==> config.mk <==
export PLATFORM = sky130hd
export DESIGN_NAME = blt_word_combine
export DESIGN_NICKNAME = d
export VERILOG_FILES = /design/src/rtl/blt_pkg.sv /design/src/rtl/blt_halftone_ram.sv /design/src/rtl/blt_skew.sv /design/src/rtl/blt_combine_logic.sv /design/src/rtl/blt_word_combine.sv
export SDC_FILE = /design/constraint.sdc
export NUM_CORES = 1
export LEC_CHECK = 0
export ABC_AREA = 1
export BUFFER_PORTS_ARGS = -buffer_cell sky130_fd_sc_hd__clkbuf_2
export CAP_MARGIN = 20
export CORE_MARGIN = 2
export CORE_UTILIZATION = 45
export DETAILED_ROUTE_END_ITERATION = 16
export GPL_TIMING_DRIVEN = 0
export RECOVER_POWER = 25
export SLEW_MARGIN = 20
export SYNTH_ARGS = -nofsm -noshare
export SYNTH_HDL_FRONTEND = slang
export SYNTH_SLANG_ARGS = --single-unit
==> constraint.sdc <==
create_clock -name clk -period 4.47 [get_ports clk]
set_input_delay 0 -clock clk [delete_from_list [all_inputs] [get_ports clk]]
set_output_delay 0 -clock clk [all_outputs]
set_load 0.005 [all_outputs]
==> src/rtl/blt_pkg.sv <==
package blt_pkg;
    typedef enum logic [1:0] {
        ST_IDLE  = 2'd0,
        ST_PRIME = 2'd1,
        ST_WORD  = 2'd2
    } blt_state_e;

    localparam logic [1:0] HOP_ONES = 2'd0;
    localparam logic [1:0] HOP_HT   = 2'd1;
    localparam logic [1:0] HOP_SRC  = 2'd2;
    localparam logic [1:0] HOP_AND  = 2'd3;
endpackage

==> src/rtl/blt_halftone_ram.sv <==
module blt_halftone_ram #(
    parameter int W     = 16,
    parameter int DEPTH = 16,
    localparam int IDX_W = $clog2(DEPTH)
) (
    input  logic             clk,
    input  logic             rst_n,
    input  logic             we,
    input  logic [IDX_W-1:0] waddr,
    input  logic [W-1:0]     wdata,
    input  logic [IDX_W-1:0] raddr,
    output logic [W-1:0]     rdata
);
    logic [W-1:0] mem [DEPTH];

    for (genvar e = 0; e < DEPTH; e++) begin : g_entry
        always_ff @(posedge clk or negedge rst_n) begin
            if (!rst_n) begin
                mem[e] <= '0;
            end else if (we && waddr == IDX_W'(e)) begin
                mem[e] <= wdata;
            end
        end
    end

    assign rdata = mem[raddr];

    AST_HT_READBACK: assert property (@(posedge clk) disable iff (!rst_n)
        ($past(rst_n) && $past(we) && raddr == $past(waddr)) |-> rdata == $past(wdata));
endmodule

==> src/rtl/blt_skew.sv <==
module blt_skew #(
    parameter int W = 16,
    localparam int SH_W = $clog2(W)
) (
    input  logic [W-1:0]    prev,
    input  logic [W-1:0]    cur,
    input  logic [SH_W-1:0] amount,
    output logic [W-1:0]    aligned
);
    logic [2*W-1:0] joined;
    logic [2*W-1:0] shifted;

    assign joined  = {prev, cur};
    assign shifted = joined >> amount;
    assign aligned = shifted[W-1:0];
endmodule

==> src/rtl/blt_combine_logic.sv <==
module blt_combine_logic
    import blt_pkg::*;
#(
    parameter int W = 16
) (
    input  logic [1:0]   hop,
    input  logic [3:0]   op,
    input  logic [W-1:0] src,
    input  logic [W-1:0] ht,
    input  logic [W-1:0] dst,
    input  logic [W-1:0] mask,
    output logic [W-1:0] res
);
    logic [W-1:0] pat;
    logic [W-1:0] lop;

    always_comb begin
        unique case (hop)
            HOP_ONES: pat = '1;
            HOP_HT:   pat = ht;
            HOP_SRC:  pat = src;
            HOP_AND:  pat = src & ht;
            default:  pat = '1;
        endcase
    end

    for (genvar b = 0; b < W; b++) begin : g_bit
        assign lop[b] = op[{~pat[b], ~dst[b]}];
    end

    assign res = (lop & mask) | (dst & ~mask);
endmodule

==> src/rtl/blt_word_combine.sv <==
module blt_word_combine
    import blt_pkg::*;
#(
    parameter int W        = 16,
    parameter int HT_DEPTH = 16,
    parameter int CNT_W    = 16,
    localparam int IDX_W   = $clog2(HT_DEPTH),
    localparam int SH_W    = $clog2(W)
) (
    input  logic             clk,
    input  logic             rst_n,
    input  logic             ht_we,
    input  logic [IDX_W-1:0] ht_addr,
    input  logic [W-1:0]     ht_wdata,
    input  logic [1:0]       hop,
    input  logic [3:0]       op,
    input  logic [SH_W-1:0]  skew,
    input  logic             fxsr,
    input  logic             nfsr,
    input  logic             smudge,
    input  logic [IDX_W-1:0] line_init,
    input  logic             line_down,
    input  logic [W-1:0]     mask_first,
    input  logic [W-1:0]     mask_mid,
    input  logic [W-1:0]     mask_last,
    input  logic [CNT_W-1:0] x_words,
    input  logic [CNT_W-1:0] y_lines,
    input  logic             go,
    input  logic             word_en,
    input  logic [W-1:0]     src_in,
    input  logic [W-1:0]     dst_in,
    output logic             src_take,
    output logic             busy,
    output logic [IDX_W-1:0] line_num,
    output logic             wr_valid,
    output logic [W-1:0]     wr_data
);
    blt_state_e       state_q, state_d;
    logic [CNT_W-1:0] widx_q, xw_q, yleft_q;
    logic [W-1:0]     prev_q;
    logic [IDX_W-1:0] line_q;
    logic             wr_valid_q;
    logic [W-1:0]     wr_data_q;

    logic             start, first_word, last_word, in_word;
    logic [W-1:0]     cur_src, aligned, ht_word, mask_sel, result;
    logic [IDX_W-1:0] ht_idx, line_next;

    assign start      = (state_q == ST_IDLE) && go && (x_words != '0) && (y_lines != '0);
    assign in_word    = (state_q == ST_WORD);
    assign first_word = (widx_q == '0);
    assign last_word  = (widx_q == xw_q - CNT_W'(1));
    assign src_take   = (state_q == ST_PRIME) || (in_word && !(last_word && nfsr));
    assign cur_src    = (in_word && src_take) ? src_in : '0;
    assign ht_idx     = smudge ? aligned[IDX_W-1:0] : line_q;
    assign line_next  = line_down ? line_q - IDX_W'(1) : line_q + IDX_W'(1);
    assign mask_sel   = first_word ? mask_first : (last_word ? mask_last : mask_mid);

    blt_skew #(.W(W)) u_skew (
        .prev    (prev_q),
        .cur     (cur_src),
        .amount  (skew),
        .aligned (aligned)
    );

    blt_halftone_ram #(.W(W), .DEPTH(HT_DEPTH)) u_ht (
        .clk   (clk),
        .rst_n (rst_n),
        .we    (ht_we),
        .waddr (ht_addr),
        .wdata (ht_wdata),
        .raddr (ht_idx),
        .rdata (ht_word)
    );

    blt_combine_logic #(.W(W)) u_logic (
        .hop  (hop),
        .op   (op),
        .src  (aligned),
        .ht   (ht_word),
        .dst  (dst_in),
        .mask (mask_sel),
        .res  (result)
    );

    // next-state selection
    always_comb begin
        state_d = state_q;
        unique case (state_q)
            ST_IDLE:  if (start) state_d = fxsr ? ST_PRIME : ST_WORD;
            ST_PRIME: if (word_en) state_d = ST_WORD;
            ST_WORD: begin
                if (word_en && last_word) begin
                    if (yleft_q == CNT_W'(1)) state_d = ST_IDLE;
                    else                     state_d = fxsr ? ST_PRIME : ST_WORD;
                end
            end
            default:  state_d = ST_IDLE;
        endcase
    end

    // state register
    always_ff @(posedge clk or negedge rst_n) begin
        if (!rst_n) state_q <= ST_IDLE;
        else        state_q <= state_d;
    end

    // counters, source history and outputs
    always_ff @(posedge clk or negedge rst_n) begin
        if (!rst_n) begin
            widx_q     <= '0;
            xw_q       <= '0;
            yleft_q    <= '0;
            prev_q     <= '0;
            line_q     <= '0;
            wr_valid_q <= 1'b0;
            wr_data_q  <= '0;
        end else begin
            wr_valid_q <= 1'b0;
            unique case (state_q)
                ST_IDLE: begin
                    if (start) begin
                        xw_q    <= x_words;
                        yleft_q <= y_lines;
                        widx_q  <= '0;
                        prev_q  <= '0;
                        line_q  <= line_init;
                    end
                end
                ST_PRIME: begin
                    if (word_en) prev_q <= src_in;
                end
                ST_WORD: begin
                    if (word_en) begin
                        wr_valid_q <= 1'b1;
                        wr_data_q  <= result;
                        if (src_take) prev_q <= src_in;
                        if (last_word) begin
                            widx_q  <= '0;
                            yleft_q <= yleft_q - CNT_W'(1);
                            line_q  <= line_next;
                        end else begin
                            widx_q <= widx_q + CNT_W'(1);
                        end
                    end
                end
                default: ;
            endcase
        end
    end

    assign busy     = (state_q != ST_IDLE);
    assign line_num = line_q;
    assign wr_valid = wr_valid_q;
    assign wr_data  = wr_data_q;

    AST_WR_AFTER_STEP: assert property (@(posedge clk) disable iff (!rst_n)
        wr_valid |-> $past(state_q == ST_WORD && word_en));
    AST_PRIME_SILENT: assert property (@(posedge clk) disable iff (!rst_n)
        $past(state_q == ST_PRIME) |-> !wr_valid);
    AST_LINE_STEP: assert property (@(posedge clk) disable iff (!rst_n)
        ($past(busy) && line_num != $past(line_num)) |->
            (line_num == $past(line_num) + IDX_W'(1) || line_num == $past(line_num) - IDX_W'(1)));
    AST_DONE_AT_END: assert property (@(posedge clk) disable iff (!rst_n)
        ($past(busy) && !busy) |-> $past(word_en && last_word && yleft_q == CNT_W'(1)));
    AST_IDLE_NO_TAKE: assert property (@(posedge clk) disable iff (!rst_n)
        !busy |-> !src_take);
endmodule

* After elaboration in Yosys (flattened, before gate mapping)
Cells that the tools add are included.
** Cells by class
- Add/sub/neg operators :: 5
- Magnitude comparators :: 17
- Equal/unequal tests :: 28
- Shift operators :: 1
- Muxes and demuxes :: 65
- Bitwise operators :: 38
- Reductions and logical operators :: 40
** Operators by type and width (count)
- 2-to-1 mux 16 bit :: 14
- binary-select mux 16 bit (select 4 bit) :: 1
- one-hot mux 16 bit (2 select lines) :: 2
- one-hot mux 16 bit (4 select lines) :: 1
- bitwise AND 16 bit :: 3
- < comparator 2 x 3 -> 1 bit (second input constant) :: 16
- one-hot mux 16 bit (3 select lines) :: 1
- binary-select mux 1 bit (select 2 bit) :: 16
- == test 4 bit (second input constant) :: 8
- inverter 1 bit :: 32
- nonzero test 16 bit :: 2
- right shift 32 x 4 -> 16 bit :: 1
- subtractor 16 x 1 -> 16 bit (second input constant) :: 2
- logical AND 1 bit :: 23
- 2-to-1 mux 4 bit :: 5
- 2-to-1 mux 1 bit :: 18
- adder 16 x 1 -> 16 bit (second input constant) :: 1
- == test 16 x 1 -> 1 bit (second input constant) :: 1
- == test 16 bit :: 1
- == test 4 x 3 -> 1 bit (second input constant) :: 4
- logical NOT 16 bit :: 1
- inverter 16 bit :: 1
- bitwise OR 16 bit :: 1
- 2-to-1 mux 2 bit :: 5
- other kinds (22) :: 34
** Word-level totals
- Register bits after elaboration :: 343
- Bits of input ports :: 155
- Output and inout bits :: 23

* Longest topological paths before layout
- Depth after elaboration :: 21
- Mapped depth :: 35

* By module
From an unflattened synthesis, not the netlist that was laid out.
** Unflattened totals
- Cells, all modules :: 3151
- Area, all modules :: 20917.6 µm²
** By module, submodules not included
- blt_halftone_ram :: instances 1, cells each 1652, area each 12275.5 µm², sequential area each 6406.1 µm²
- blt_word_combine :: instances 1, cells each 936, area each 6221.0 µm², sequential area each 2177.1 µm²
- blt_combine_logic :: instances 1, cells each 304, area each 1292.5 µm², sequential area each 0.0 µm²
- blt_skew :: instances 1, cells each 259, area each 1128.6 µm², sequential area each 0.0 µm²

* Worst setup path after synthesis
OpenSTA, ideal clock, no wires.
- Kind :: register -> register
- Start point :: register xw_q[0]
- End point :: register wr_data_q[13] (netlist: wr_data[13])
- Data arrival time :: 3147 ps
- Path slack :: 1206 ps
- Cell stages (with the launch flop) :: 32
- Path through :: dfrtp_1 inv_2 ha_1 nand2_2 nor2_4 nand2_1 nand2_1 nand2_1 nor2_1 nand3_2 nor2_4 a21oi_2 buf_6 buf_6 nand3_2 nand3_1 nand3_1 nand2_1 nand2_1 nand2_1 a21boi_2 buf_6 buf_6 nand3_1 nand3_1 nand3_1 nand2_1 nand2_1 nand3_1 nand3_1 nand2_1 nand2_1
** On the way
- Longest elaborated chain between the ends :: 21
** RTL lines
- from (decl) :: RTL line blt_word_combine.sv:39 : logic [CNT_W-1:0] widx_q, xw_q, yleft_q;
- from (signal assigned) :: RTL line blt_word_combine.sv:123 : xw_q <= x_words;
- subtractor 16 x 1 -> 16 bit * :: RTL line blt_word_combine.sv:52 : assign last_word = (widx_q == xw_q - CNT_W'(1));
- == test 16 bit * :: RTL line blt_word_combine.sv:52
- logical AND 1 bit :: RTL line blt_word_combine.sv:53 : assign src_take = (state_q == ST_PRIME) || (in_word && !(last_word && nfsr));
- logical NOT 1 bit :: RTL line blt_word_combine.sv:53
- logical AND 1 bit :: RTL line blt_word_combine.sv:53
- logical OR 1 bit :: RTL line blt_word_combine.sv:53
- logical AND 1 bit :: RTL line blt_word_combine.sv:54 : assign cur_src = (in_word && src_take) ? src_in : '0;
- 2-to-1 mux 16 bit :: RTL line blt_word_combine.sv:54
- [... 4 more ...]
- 2-to-1 mux 16 bit (not written as such) (2 in series) :: RTL line blt_halftone_ram.sv:26 : assign rdata = mem[raddr];
- bitwise AND 16 bit :: RTL line blt_combine_logic.sv:22 : HOP_AND: pat = src & ht;
- one-hot mux 16 bit (4 select lines) :: RTL line blt_combine_logic.sv:18 : unique case (hop)
- inverter 1 bit :: RTL line blt_combine_logic.sv:28 : assign lop[b] = op[{~pat[b], ~dst[b]}];
- binary-select mux 1 bit (select 2 bit) :: RTL line blt_combine_logic.sv:28
- 2-to-1 mux 1 bit (not written as such) :: RTL line blt_combine_logic.sv:28
- bitwise AND 16 bit :: RTL line blt_combine_logic.sv:31 : assign res = (lop & mask) | (dst & ~mask);
- bitwise OR 16 bit * :: RTL line blt_combine_logic.sv:31
- to (signal assigned) :: RTL line blt_word_combine.sv:136 : wr_data_q <= result;
- to (decl) :: RTL line blt_word_combine.sv:43 : logic [W-1:0] wr_data_q;
Mark *: on every way between the ends. The rest lies on a longest branch, timed or not. The select of a mux whose other input is x is not followed.
A chain may end at the register's enable or synchronous reset.

* Final worst setup path
- Start point :: register xw_q[0]
- End point :: register wr_data_q[7] (netlist: wr_data[7])
The elaborated chain is that of the path after synthesis.

==> metrics.csv <==
stage,metric,value,unit
timing,tightestPinTransition,3.43,ns
timing,slew_violations,210,
finish,n_antenna_cell,0,
power_and_ir_drop,finalPower,13.3,mW
clock_network,numCtsBuffers,40,
synthesis,synth.avg_cell_area,7.27,um^2
global_route,gr-total-overflow,0,
power_and_ir_drop,power_frac_comb,0.414,
worst_setup_path,crit_fanout,10,
timing,max_slew_margin,-1.29,
finish,fillers,4049,
synthesis,synth.distinct_cells,49,
clock_network,cts_buffer_depth,3,
drt,drc,0,
finish,regArea,0.00856,mm^2
synthesis,yosysMostFrequentCell,nand2_1,
clock_network,clock_latency,0.58,ns
timing,final.setup.tns,0,ns
die,die_w,209,um
synthesis,synth-async-reset-ratio,1.00,
finish,multiInputGateArea,0.00920,mm^2
timing,layout_setup_ws,0.206,ns
power_and_ir_drop,power_density,566,mW/mm^2
worst_setup_path,slowest_stage,dfrtp_1,
global_route,grt_usage,0.350,
global_route,grt_start_max_net_pins,87,
power_and_ir_drop,p_seq_frac,0.334,
drt,via_per_inst,5.69,
synthesis,ys_top_cells_by_count,"nand2_1, nand3_1, o21ai_0",
timing,fin_crit_sh,0.954,
synthesis,seq_area_frac_synth,0.454,
die,die-area,0.0436,mm^2
power_and_ir_drop,ir_drop,0.319,mV
worst_setup_path,critPathLaunchType,register,
global_route,grt_first_pass_wirelength,116000,um
timing,fin_skew,0.0232,ns
power_and_ir_drop,p_int,7.77,mW
finish,syn_to_final_growth,24.6,%
timing,rsz0062_at_grt,yes,
drt,drtPass1Iterations,6,
synthesis,syn_inst,2595,
clock_network,clk_pin_slew_worst_paths,0.06,ns
synthesis,synth_nets,2762,
placement,dp_hpwl,54800,um
worst_setup_path,critPathMostFrequentCell,nand2_1,
clock_network,cts.sinks,342,
drt,wl_per_cell,21.7,um
drt,vias,20044,
die,coreArea,0.0417,mm^2
drt,drt_wl_total,76600,um
placement,pre_cts_slack,-0.445,ns
drt,drt_iter0_drc,1860,
power_and_ir_drop,p_sw_frac,0.416,
clock_network,ctsRootBufferMaster,clkbuf_16,
die,initial_core_util,0.453,
die,die_h,209,um
power_and_ir_drop,p_clk_frac,0.253,
global_route,antenna_found_initial,2,
die,pin_count,178,
drt,drtAntennaViolNets,0,
worst_setup_path,worstPathArrival,4.72,ns
clock_network,cts_tree,done,
timing,setup_viol,0,
power_and_ir_drop,p_sw,5.54,mW
synthesis,ys_warn_count,0,
timing,hold_ws,0.0126,ns
die,rows,75,
worst_setup_path,max_stage_delay,0.38,ns
run,cap_violations,3,
timing,fmax,0.235,GHz
placement,io_buffer_count,173,
placement,placed_area,0.0205,mm^2
synthesis,synth_seq_cells,342,
finish,nets,3126,
min_path,hp-class,primary input to register,
synthesis,netlist.area_leader.share,0.454,
finish,final_cell_area,0.0235,mm^2
timing,period_minus_slack,4.26,ns
finish,drive_above_1_share,0.121,
clock_network,cts_max_level,2,
synthesis,yosysTopAreaCell,dfrtp_1,
worst_setup_path,worstSetupPathType,register to register,
synthesis,synth_edf_count,0,
synthesis,netlist_area,0.0189,mm^2
global_route,grt_pass1_vias,19385,
synthesis,synth_area_leaders,"dfrtp_1, nand2_1, nand3_1",
synthesis,synth_ff_type,dfrtp_1,
outcome,status,finished with violations,
outcome,failed_checks,"max-capacitance violations, max-slew violations",
power_and_ir_drop,cellLeakagePower,11.1,nW
placement,place_congestion,0.967,
worst_setup_path,critPathRequiredTime,4.92,ns
timing,hold_viol,0,
worst_setup_path,endpoint_kind,register,
## path summary, 6_finish.rpt
path,end,from,slack (ns),cells past startpoint
worst max-delay path,wr_data[7],xw_q[0],0.21,32
worst min-delay path,wr_data[0],hop[1],0.01,6
worst max register to register,wr_data[7],xw_q[0],0.21,32
worst min register to register,wr_data[14],wr_data[14],0.48,2
max in group asynchronous,u_ht.mem[97],rst_n,1.00,3
min in group asynchronous,yleft_q[3],rst_n,0.91,3
## cells in the final DEF (no fill, tap or decap), drive strengths merged, types with 4 or more instances in the layout
cell type	Yosys	final
nand2	834	834
nand3	380	380
o21ai	373	373
clkbuf	107	349
dfrtp	342	342
nor2	149	149
dlygate4sd3	0	142
inv	135	137
a21oi	90	90
buf	56	53
nor3	14	14
o211ai	14	14
nand4	12	12
nor4	11	11
mux2	11	11
ha	11	11
xnor2	8	8
xor2	8	8
nand3b	6	6
a31oi	6	6
clkinv	1	6
o22ai	4	4
## through the flow
step	cells	utilization
after global routing	3525	0.564
after CTS	3524	0.560
after floorplan	2595	-
after detailed placement	3311	0.493
final	3525	0.564
after global placement	3307	0.490
## cell families (layout without fill, tap and decap cells)
logic type	Yosys count	after routing	share of synthesized area
AO/OA/AOI/OAI	499	499	0.138
XOR/XNOR	16	16	0.00743
adder cells (fa/ha/maj)	12	12	0.00836
buffers and inverters	299	690	0.0676
flip-flops	342	342	0.454
multiplexers	14	14	0.00816
AND/OR/NAND/NOR	1413	1413	0.317
## registers in the layout, summed over array words and instances (netlist names)
name      count
wr_data      16
yleft_q      16
prev_q       15
widx_q       16
state_q       2
wr_valid      1
xw_q         16
u_ht.mem    256
line_num      4
## metal layers
layer	part of all wire	global-route usage
met4	0.059	0.190
met5	0.00017	0
met1	0.41	0.463
met3	0.074	0.0482
met2	0.45	0.559
## worst max-delay path, delay by kind of cell, from the launching register on
family,cells,cell delay [ns]
AO/OA/AOI/OAI,1,0.09
AND/OR/NAND/NOR,26,2.92
adder cells (fa/ha/maj),1,0.16
buffers and inverters,4,0.56
flip-flops,1,0.38
## power groups by stage
stage                     registers [mW]  logic (mW)  clock network (mW)
after global routing                4.52        6.03                3.51
after floorplan                     4.31        3.19                   0
final                               4.44        5.50                3.36
after detailed placement            4.46        4.94                   0
after CTS                           4.42        5.27                3.39
after global placement              4.45        4.87                   0
## timing repair
item                                    in CTS  in global routing
setup buffers                                1                  2
hold endpoints to repair                   386                  0
pin swaps                                    2                  5
hold buffers                               143                  0
endpoints found under the setup margin      16                 16
resized for setup                            8                 67
## final cells by class
type                            instances  area share
Sequential cell                       342       0.364
Multi-Input combinational cell       1954       0.392
Tap cell                              539      0.0287
Buffer                                162      0.0358
Timing Repair Buffer                  323       0.101
Inverter                              136      0.0217
Clock buffer                           60      0.0509
Clock inverter                          9     0.00543
Note: power is estimated with default switching activity, not from simulation.
